[src/rtl/zcs_pkg.sv]
package zcs_pkg;
  typedef enum logic [1:0] {
    ZCS_OFF  = 2'b00,
    ZCS_B7   = 2'b01,
    ZCS_GTE  = 2'b10,
    ZCS_JAM8 = 2'b11
  } zcs_mode_e;

  localparam int OCTET_W = 8;

  // 1-based bit numbering from the MSB, mapped to vector positions
  localparam int POS_BIT7 = 1;
  localparam int POS_BIT8 = 0;

  typedef struct packed {
    logic [OCTET_W-1:0] octet;
  } zcs_beat_t;
endpackage

[src/rtl/zcs_mode_sel.sv]
module zcs_mode_sel
  import zcs_pkg::*;
#(
  parameter int NCH = 24,
  parameter int CW  = 5
) (
  input  logic [2*NCH-1:0] cfg_mode,
  input  logic [CW-1:0]    chan,
  output zcs_mode_e        mode
);
  logic [NCH-1:0] hit;
  logic [1:0]     masked [NCH];

  for (genvar c = 0; c < NCH; c++) begin : g_ch
    assign hit[c]    = (chan == CW'(c));
    assign masked[c] = hit[c] ? cfg_mode[2*c +: 2] : 2'b00;
  end

  always_comb begin
    logic [1:0] acc;
    acc = 2'b00;
    for (int c = 0; c < NCH; c++) acc = acc | masked[c];
    mode = zcs_mode_e'(acc);
  end
endmodule

[src/rtl/zcs_rbs_frame.sv]
module zcs_rbs_frame #(
  parameter int FW = 5
) (
  input  logic [FW-1:0] frame,
  input  logic          esf,
  input  logic          rbs_on,
  output logic          robbed
);
  localparam int SIG_SPACING = 6;
  localparam int SF_LEN      = 12;
  localparam int ESF_LEN     = 24;

  logic in_range;
  logic on_slot;

  always_comb begin
    in_range = esf ? (int'(frame) < ESF_LEN) : (int'(frame) < SF_LEN);
    on_slot  = (int'(frame) % SIG_SPACING) == (SIG_SPACING - 1);
    robbed   = rbs_on && in_range && on_slot;
  end
endmodule

[src/rtl/zcs_rewrite.sv]
module zcs_rewrite
  import zcs_pkg::*;
(
  input  zcs_mode_e          mode,
  input  logic               robbed,
  input  logic [OCTET_W-1:0] din,
  output logic [OCTET_W-1:0] dout
);
  logic all_zero;

  always_comb begin
    all_zero = (din == '0);
    dout     = din;
    unique case (mode)
      ZCS_OFF:  dout = din;
      ZCS_B7:   if (all_zero) dout[POS_BIT7] = 1'b1;
      ZCS_GTE:  if (all_zero) begin
                  if (robbed) dout[POS_BIT7] = 1'b1;
                  else        dout[POS_BIT8] = 1'b1;
                end
      ZCS_JAM8: dout[POS_BIT8] = 1'b1;
      default:  dout = din;
    endcase
  end
endmodule

[src/rtl/zcs_stage.sv]
module zcs_stage
  import zcs_pkg::*;
(
  input  logic      clk,
  input  logic      rst_n,
  input  logic      s_valid,
  output logic      s_ready,
  input  zcs_beat_t s_beat,
  output logic      m_valid,
  input  logic      m_ready,
  output zcs_beat_t m_beat
);
  assign s_ready = !m_valid || m_ready;

  always_ff @(posedge clk) begin
    if (!rst_n) begin
      m_valid <= 1'b0;
      m_beat  <= '0;
    end else if (s_ready) begin
      m_valid <= s_valid;
      if (s_valid) m_beat <= s_beat;
    end
  end
endmodule

[src/rtl/zcs_top.sv]
module zcs_top
  import zcs_pkg::*;
#(
  parameter int NCH = 24,
  parameter int CW  = 5,
  parameter int FW  = 5
) (
  input  logic               clk,
  input  logic               rst_n,
  input  logic [2*NCH-1:0]   cfg_mode,
  input  logic               in_valid,
  output logic               in_ready,
  input  logic [OCTET_W-1:0] in_octet,
  input  logic [CW-1:0]      in_chan,
  input  logic [FW-1:0]      in_frame,
  input  logic               in_esf,
  input  logic               in_rbs_on,
  output logic               out_valid,
  input  logic               out_ready,
  output logic [OCTET_W-1:0] out_octet
);
  zcs_mode_e          mode;
  logic               robbed;
  logic [OCTET_W-1:0] fixed;
  zcs_beat_t          s_beat, m_beat;

  zcs_mode_sel #(.NCH(NCH), .CW(CW)) u_sel (
    .cfg_mode(cfg_mode), .chan(in_chan), .mode(mode)
  );

  zcs_rbs_frame #(.FW(FW)) u_rbs (
    .frame(in_frame), .esf(in_esf), .rbs_on(in_rbs_on), .robbed(robbed)
  );

  zcs_rewrite u_rw (
    .mode(mode), .robbed(robbed), .din(in_octet), .dout(fixed)
  );

  assign s_beat.octet = fixed;

  zcs_stage u_stage (
    .clk(clk), .rst_n(rst_n),
    .s_valid(in_valid), .s_ready(in_ready), .s_beat(s_beat),
    .m_valid(out_valid), .m_ready(out_ready), .m_beat(m_beat)
  );

  assign out_octet = m_beat.octet;
endmodule

[config.mk]
export PLATFORM = sky130hd
export DESIGN_NAME = zcs_top
export DESIGN_NICKNAME = d
export VERILOG_FILES = /design/src/rtl/zcs_pkg.sv /design/src/rtl/zcs_mode_sel.sv /design/src/rtl/zcs_rbs_frame.sv /design/src/rtl/zcs_rewrite.sv /design/src/rtl/zcs_stage.sv /design/src/rtl/zcs_top.sv
export SDC_FILE = /design/constraint.sdc
export NUM_CORES = 1
export LEC_CHECK = 0
export BUFFER_PORTS_ARGS = -buffer_cell sky130_fd_sc_hd__buf_2
export CAP_MARGIN = 20
export CELL_PAD_IN_SITES_DETAIL_PLACEMENT = 1
export CELL_PAD_IN_SITES_GLOBAL_PLACEMENT = 2
export CORE_ASPECT_RATIO = 1.4
export CORE_MARGIN = 8
export CORE_UTILIZATION = 21
export DETAILED_ROUTE_END_ITERATION = 10
export PLACE_DENSITY_LB_ADDON = 0.12
export REMOVE_ABC_BUFFERS = 1
export SLEW_MARGIN = 20
export SYNTH_ARGS = -nofsm -noshare
export SYNTH_HDL_FRONTEND = slang
export SYNTH_SLANG_ARGS = --single-unit
[constraint.sdc]
create_clock -name clk -period 3.5 [get_ports clk]
set_input_delay 0.875 -clock clk [delete_from_list [all_inputs] [get_ports clk]]
set_output_delay 0.875 -clock clk [all_outputs]
set_load 0.05 [all_outputs]
==> run metrics <==
Synth Cell Area=between 1000 and 1500 sq um; number of synthesized flops with an enable pin=0; Clk Latency, worst-skew pair=around 0.23 ns; Yosys top cell by area=dfxtp_1; vias in the first global route=1,635; Sink Count=9; Max Cap Viol=0; Hold Slack=around 0.46 ns; Max VDD drop=between 0.1 and 0.15 mV; Synth cell types=50; H-tree depth=1; TritonCTS clock tree=done; ranking of synthesized cells by area=dfxtp_1 (16%), mux2i_1 (7.8%), nand2_1 (6.2%); yosys warns=0; Via density=approximately 4.9; Post CTS Setup Buffer Count=0; Critical Path Max Stage Delay=approximately 0.44 ns; CP Class=primary input to flip-flop; Req. time, crit path=3.61 ns; GRT overflow=0; DR WL/cell=between 15 and 20 microns; Post-DP HPWL=a little under 4000 microns; Initial Util=a little over a fifth; Initial DRT Pass Iterations=4; top cells by count, synth=nand2_1 (19), dfxtp_1 (9), mux2i_1 (9); Syn Area/Cell=8.02 sq um; synthesis-stage register bit count=9; clk buf depth=2; final period utilization=a little over four fifths; Worst Skew=around 0.0015 ns; final setup TNS=0 ns; dpl cell area=about 1600 sq um; LEAKAGE=0.000777 uW; fmax=340 MHz; Syn Inst Count=roughly 140; PostCTS Resize Cnt=0; top cell type's share of synthesized area=between 15 and 20%; gr usage total=a little over a tenth; Die ar.=approximately 8000 sq um; dominant synthesized flop cell=dfxtp_1; post-synthesis sequential area ratio=between 15 and 20%; RSZ-0062 raised after global routing=no; Final nets=between 200 and 300; CP max stage cell=a2111o_1; final hold viol count=0; Routed WL=approximately 4400 microns; Rows=32; drt drc=0; antenna viol nets, final=0; Slew Viols, Final=0; post-cts hold buffer count=0; first-pass GRT wire length=about 7300 microns; chip width=~79 microns; Num CTS Buffers=3; initial DRC count=21; fraction of registers with async set/reset=0%; Die H=between 100 and 150 microns; n_diodes=0; # fillers=700; CP Launch Type=primary input; Final min period=2.95 ns; core area=around 5400 sq um; Clock transition at path regs=~0.040 ns; Slew HR=between 70% and 80%; CP max FO=17; status=finished, final reports clean; top-level port count=just over 80; worst path cell trace=buf_2 -> nand2b_1 -> nor4_2 -> a41oi_2 -> nand4_1 -> a2111o_1 -> ha_1 -> or3_1 -> o2111ai_1 -> o21ai_0; layout cells sized above 1=about 41%; RD Place Congestion=0.851; # setup viols final=0; sequential cell area=around 180 sq um; worst path arrival time=about 3 ns; largest net degree at the start of global routing=22; Worst setup EP type=flip-flop; Final Instance Area=1620 sq um; Port Buf Inserts=between 80 and 90; overall via count from detail_route=about 1,400; Area growth syn-to-layout=39.9%; top-count cell post-synth=nand2_1; Hold WC Path Type=flip-flop to flip-flop; worst slew pin tran=0.385 ns; multi-input logic area=870 sq um; initial antenna violation count=0; Root Driver=clkbuf_8; Power Density=250 nW/um^2
[cells in the final DEF, fill, tap and decap left out, types with 2 or more instances in the layout]
master	netlist	layout
o31ai_1	2	2
a32o_1	2	2
nand3b_1	3	3
nand4_1	4	4
nand4b_1	2	2
a21oi_1	3	3
ha_1	4	4
mux2i_1	9	9
nand2_1	19	19
buf_2	0	81
clkbuf_8	0	3
dfxtp_1	9	9
a31oi_1	4	4
o22ai_1	3	3
nand2b_1	7	7
o21ai_0	4	4
nor2b_1	4	4
nor3_1	3	3
mux4_1	2	2
nand3_1	5	5
and2b_1	2	2
a21boi_0	7	7
inv_1	6	6
nor2_1	7	7
[critical path: cells and delay by family]
| kind | cells | cell delay (ns) |
|---|---|---|
| compound gates | 4 | 0.81 |
| simple gates | 4 | 0.79 |
| buf+inv | 1 | 0.28 |
| fa+ha+maj | 1 | 0.30 |
[sequential cells by signal, summed over array words and instances, names as in the netlist]
register         count
u_stage.m_valid      1
u_stage.m_beat       8
[final timing paths]
check	from	to	cells past startpoint	slack (ns)
worst max-delay path	in_chan[0]	u_stage.m_beat[1]$_SDFFE_PN0P_	10	0.55
worst min-delay path	u_stage.m_beat[5]$_SDFFE_PN0P_	u_stage.m_beat[5]$_SDFFE_PN0P_	2	0.46
worst max register to register	u_stage.m_valid$_SDFFE_PN0N_	u_stage.m_beat[1]$_SDFFE_PN0P_	5	2.21
worst min register to register	u_stage.m_beat[5]$_SDFFE_PN0P_	u_stage.m_beat[5]$_SDFFE_PN0P_	2	0.46
[area by class of cell]
cell class                 count  area share, %
inverter                       6           1.39
multi-input combinational    120           53.8
timing repair buffer          82           25.6
clock buffer                   4           2.79
tap                           68           5.27
sequential                     9           11.2
[layer usage]
layer  global-route usage (%)  vias to the layer above  wire, microns
li1                         -                      702              -
met1                     10.5                      671           1700
met2                     20.4                       54           2420
met3                     3.20                        2            291
met4                     1.60                        0              9
met5                        0                        -              0
[metrics by stage]
step                      setup WS [ns]  util [%]  power [uW]  std cells
final                             0.555      29.9         403        289
after detailed placement          0.314      29.1         290        285
after CTS                         0.540      29.9         414        289
after floorplan                   0.774         -         208        135
after global placement            0.345      29.1         286        285
after global routing              0.393      29.9         438        289
[power by group]
| part | switching (uW) | internal, uW | leakage (uW) |
|---|---|---|---|
| logic | 98.0 | 75.5 | 0.000680 |
| registers | 2.78 | 109 | 0.0000742 |
| clock network | 38.4 | 79.2 | 0.0000228 |
[logic make-up (layout without fill, tap and decap cells)]
family / after synthesis / after routing / synth area share (%)
AOI/OAI and AO/OA: 37 / 37 / 24.3
adders and majority gates: 4 / 4 / 4.33
buffers and inverters: 15 / 92 / 9.10
DFF: 9 / 9 / 15.6
muxes: 13 / 13 / 14.6
and+or+nand+nor: 66 / 66 / 32.1
Power figures use the tool's default switching activity.
